## src/rtl/pwr_supervisor.sv

```systemverilog
module pwr_supervisor #(
  parameter int NPIN = 4,
  parameter int HOLD = 8
) (
  input  logic            clk,
  input  logic            por,
  input  logic            dvdd_low,
  input  logic            wdt_expired,
  input  logic            xtal_attached,
  input  logic            clk32k_ready,
  input  logic [NPIN-1:0] pin_lvl,
  input  logic [NPIN-1:0] pin_pol,
  input  logic [NPIN-1:0] pin_wake_sel,
  input  logic [NPIN-1:0] pin_sleep_sel,
  input  logic            alarm,
  input  logic            wr_en,
  input  logic [1:0]      wr_addr,
  input  logic [1:0]      wr_data,
  output logic            rst_n,
  output logic [1:0]      mode,
  output logic [1:0]      status,
  output logic            irq
);
  localparam int CW = $clog2(HOLD + 1);
  localparam logic [1:0] M_NORM = 2'b00, M_SHDN = 2'b01, M_SLP = 2'b10;

  logic [NPIN-1:0] eff, prev;
  logic [CW-1:0]   hold_cnt;
  logic            rst_route;
  logic [1:0]      mask;

  assign eff = pin_lvl ^ pin_pol;

  wire sleep_on   = |(eff & pin_sleep_sel);
  wire sleep_rise = |(eff & ~prev & pin_sleep_sel);
  wire wake       = ((|(eff & ~prev & pin_wake_sel)) | alarm) & ~sleep_on;
  wire fault      = wdt_expired | xtal_attached | ~clk32k_ready | (dvdd_low & rst_route);
  wire wr_mode    = wr_en && wr_addr == 2'd0;
  wire wr_cfg     = wr_en && wr_addr == 2'd1;
  wire wr_mask    = wr_en && wr_addr == 2'd2;
  wire wr_clr     = wr_en && wr_addr == 2'd3;

  wire [1:0] set_bits = {wake && mode == M_NORM, dvdd_low & ~rst_route};
  wire [1:0] clr_bits = wr_clr ? wr_data : 2'b00;

  assign rst_n = ~(por | fault | (hold_cnt != '0));
  assign irq   = |(status & mask);

  always_ff @(posedge clk or posedge por) begin
    if (por) begin
      hold_cnt  <= CW'(HOLD);
      prev      <= '1;
      rst_route <= 1'b1;
      mask      <= 2'b11;
      status    <= 2'b00;
      mode      <= M_NORM;
    end else begin
      prev <= eff;
      if (fault)               hold_cnt <= CW'(HOLD);
      else if (hold_cnt != '0) hold_cnt <= hold_cnt - 1'b1;
      if (wr_cfg)  rst_route <= wr_data[0];
      if (wr_mask) mask      <= wr_data;
      status <= (status & ~clr_bits) | set_bits;
      if (wr_mode && wr_data[0])
        mode <= M_SHDN;
      else if (mode == M_NORM && ((wr_mode && wr_data[1]) || sleep_rise))
        mode <= M_SLP;
      else if (mode == M_SHDN && wr_mode && wr_data == 2'b00 && !sleep_on)
        mode <= M_NORM;
      else if (mode == M_SLP && wake)
        mode <= M_NORM;
    end
  end
endmodule

```

## config.mk

```make
export PLATFORM = sky130hd
export DESIGN_NAME = pwr_supervisor
export DESIGN_NICKNAME = d
export VERILOG_FILES = /design/src/rtl/pwr_supervisor.sv
export SDC_FILE = /design/constraint.sdc
export NUM_CORES = 1
export LEC_CHECK = 0
export CAP_MARGIN = 0
export CORE_MARGIN = 5
export CORE_UTILIZATION = 45
export DETAILED_ROUTE_END_ITERATION = 8
export GPL_TIMING_DRIVEN = 0
export PLACE_DENSITY_LB_ADDON = 0.08
export SYNTH_ARGS = -nofsm -noshare
export SYNTH_HDL_FRONTEND = slang
export SYNTH_SLANG_ARGS = --single-unit
```

## constraint.sdc

```tcl
create_clock -name clk -period 2.8 [get_ports clk]
set_input_delay 0.28 -clock clk [delete_from_list [all_inputs] [get_ports clk]]
set_output_delay 0.28 -clock clk [all_outputs]
set_load 0.02 [all_outputs]
```

==> load_flow_metrics.sql <==
INSERT INTO impl_metrics (metric_group, metric, value, unit) VALUES
('timing', 'fin_hold_ws', '0.367', 'ns'),
('layout', 'instances_no_fill', '138', ''),
('pwr', 'vdd_ir_drop_max', '360', 'uV'),
('logic_synthesis', 'synth_xor_area_share', '7.04', '%'),
('setup_path', 'critical_path.endpoint_type', 'primary output', ''),
('place', 'placement.io_buffers', '33', ''),
('pwr', 'p_total', '651', 'uW'),
('clock_network', 'tritoncts.num_buffers', '3', ''),
('setup_path', 'cp_cell_sequence', 'inv_1 > ha_1 > nand2b_1 > or2_2 > nor3_1 > clkdlybuf4s50_1', ''),
('timing', 'rsz0062_at_grt', 'no', ''),
('place', 'gpl.final_weighted_congestion', '0.756', ''),
('logic_synthesis', 'muxShareOfSynthArea', '4.04', '%'),
('floorplan', 'fp.dieH', '53.1', 'microns'),
('timing', 'period_minus_slack', '2.41', 'ns'),
('timing', 'timing_worst_slew_pin_value', '0.551', 'ns'),
('status', 'outcome', 'finished, final reports clean', ''),
('route', 'route.vias.total', '738', ''),
('layout', 'post_route_cells_drive_above_1_share', '18.6', '%'),
('logic_synthesis', 'synth_adder_area_share', '2.99', '%'),
('place', 'detailed_place.area', '0.00120', 'sq mm'),
('timing', 'setup_skew_after_layout', '0.00851', 'ns'),
('grt', 'number_of_antenna_violations_at_the_first_check_in_global_routing', '0', ''),
('clock_network', 'max-clock-path-buffers', '2', ''),
('logic_synthesis', 'syn-cell-area', '836', 'sq um'),
('logic_synthesis', 'largest_family_of_logic_cells_by_synthesized_area', 'simple AND/OR/NAND/NOR gates', ''),
('logic_synthesis', 'synth-edff-count', '0', ''),
('place', 'placedCellCount', '134', ''),
('timing', 'final_min_period_over_clock_period', '86.2', '%'),
('logic_synthesis', 'synth.yosys.warnings', '0', ''),
('layout', 'antenna_cells_inserted', '0', ''),
('timing', 'fin_tns_setup', '0', 'ns'),
('grt', 'grt_total_ovfl', '0', ''),
('timing', 'timing.final.hold_violations', '0', ''),
('logic_synthesis', 'yosys.area.top_type_share', '25.1', '%'),
('place', 'hpwl', '1.53', 'mm'),
('logic_synthesis', 'post_synth_num_cell_types', '35', ''),
('floorplan', 'rows', '15', ''),
('clock_network', 'post-cts-setup-buffer-count', '0', ''),
('grt', 'wire_length_of_the_first_global_routing_pass', '3.11', 'mm'),
('setup_path', 'critical-path-slowest-cell', 'sky130_fd_sc_hd__clkdlybuf4s50_1', ''),
('layout', 'layout-area-overhead-vs-synth', '46.6', '%'),
('logic_synthesis', 'compound_gate_portion_of_the_synthesized_area', '15.4', '%'),
('floorplan', 'die_x', '53.1', 'microns'),
('setup_path', 'max_stage_delay', '0.63', 'ns'),
('setup_path', 'cp-start-kind', 'flop', ''),
('grt', 'number_of_global_route_vias_before_repair', '769', ''),
('logic_synthesis', 'synth-seq-area-share', '46.1', '%'),
('route', 'antenna_left', '0', ''),
('logic_synthesis', 'syn-num-nets', '106', ''),
('route', 'routed_via_density', '5.35', ''),
('layout', 'final_common_cell', 'sky130_fd_sc_hd__clkdlybuf4s50_1', ''),
('clock_network', 'cts.root.buffer_cell', 'sky130_fd_sc_hd__clkbuf_4', ''),
('pwr', 'pwr_density_cell', '532', 'mW/mm^2'),
('logic_synthesis', 'postSynthCellCount', '76', ''),
('timing', 'worst_case_headroom_to_the_max_slew_limit', '63.2', '%'),
('timing', 'maxSlewViolCount', '0', ''),
('layout', 'layout_common_cells', 'sky130_fd_sc_hd__clkdlybuf4s50_1, sky130_fd_sc_hd__dfstp_2, sky130_fd_sc_hd__inv_1, sky130_fd_sc_hd__dfrtp_1', ''),
('floorplan', 'start_util', '47.9', '%'),
('route', 'routed_wl', '1.85', 'mm'),
('floorplan', 'ios', '34', ''),
('route', 'detail_route.wl_per_cell', '13.4', 'microns'),
('setup_path', 'cp_data_required_time', '2.52', 'ns'),
('layout', 'design.final.nets', '144', ''),
('timing', 'timing.fmax', '0.414', 'GHz'),
('logic_synthesis', 'async_flop_share', '100', '%'),
('logic_synthesis', 'syn_avg_cell_area', '11.0', 'sq um'),
('grt', 'grt_start_max_net_pins', '16', ''),
('logic_synthesis', 'synth.top_cells.by_area', 'sky130_fd_sc_hd__dfstp_2, sky130_fd_sc_hd__dfrtp_1, sky130_fd_sc_hd__mux2_2, sky130_fd_sc_hd__xor2_2, sky130_fd_sc_hd__nand3b_1', ''),
('setup_path', 'worstPathMaxFanout', '4', ''),
('route', 'post-route-drc-count', '0', ''),
('layout', 'final_design_area_no_fill', '0.00122', 'sq mm');
==> cells in the mapped netlist (all sizes together), types with 2 or more instances <==
cell and n:
nor2b 2, nand4 3, a22o 2, dfrtp 7
a31oi 3, nand2 4, inv 7, dfstp 8
a32o 2, xor2 4, nor3 2, nor3b 2
mux2 3, nor2 3, nand2b 2, a22oi 2
ha 2, nand3b 4
==> sequential cells by signal (all words and copies together) (netlist names) <==
| name | flops |
|---|---|
| status | 2 |
| mode | 2 |
| rst_route | 1 |
| prev | 4 |
| hold_cnt | 4 |
| mask | 2 |
==> metrics by stage <==
step / util (%) / worst slack (ns)
6_report: 70.2 / 0.386
5_1_grt: 70.2 / 0.226
4_1_cts: 70.2 / 0.374
3_5_place_dp: 68.6 / 0.721
3_3_place_gp: 68.6 / 0.718
2_1_floorplan: - / 1.08
==> where the power goes <==
part	internal, uW	total [uW]	switching (uW)
combinational	131	232	101
clock	53.0	124	70.5
sequential	264	295	31.6
==> kinds of logic after synthesis <==
family,Yosys count
muxes,3
AOI/OAI and AO/OA,16
and+or+nand+nor,28
DFF,15
adders and majority gates,2
xor gates and xnor gates,5
buffers and inverters,7
==> final timing paths <==
path                             start  slack, ns  cells after the start          end
setup / recovery           hold_cnt[0]       0.39                      6        rst_n
hold / removal                     por       0.37                      2  hold_cnt[0]
setup reg to reg           hold_cnt[0]       1.40                      6  hold_cnt[0]
hold reg to reg              status[0]       0.54                      2    status[0]
max in group asynchronous          por       2.05                      2      mask[1]
min in group clk             status[0]       0.54                      2    status[0]
==> area by class of cell <==
class,count,area [sq um],area share (%)
Clock buffer,3,22.5,1.84
Clock inverter,1,5.00,0.409
Inverter,7,26.3,2.15
Multi-Input combinational cell,54,424,34.6
Sequential cell,15,385,31.5
Tap cell,25,31.3,2.55
Timing Repair Buffer,33,330,27.0
==> worst max-delay path, delay by kind of cell (launching register included) <==
| family | cells | cell delay, ns |
|---|---|---|
| flops | 1 | 0.41 |
| fa+ha+maj | 1 | 0.17 |
| simple gates | 3 | 0.54 |
| buf+inv | 2 | 0.72 |
==> metal layers <==
metal  routed length, microns  vias up  track usage [%]
met5                        0        -                0
met4                       10        0             3.83
met3                      137        2             4.23
li1                         -      352                -
met2                      891       32             26.0
met1                      811      352             17.6
Power figures use the tool's default switching activity.
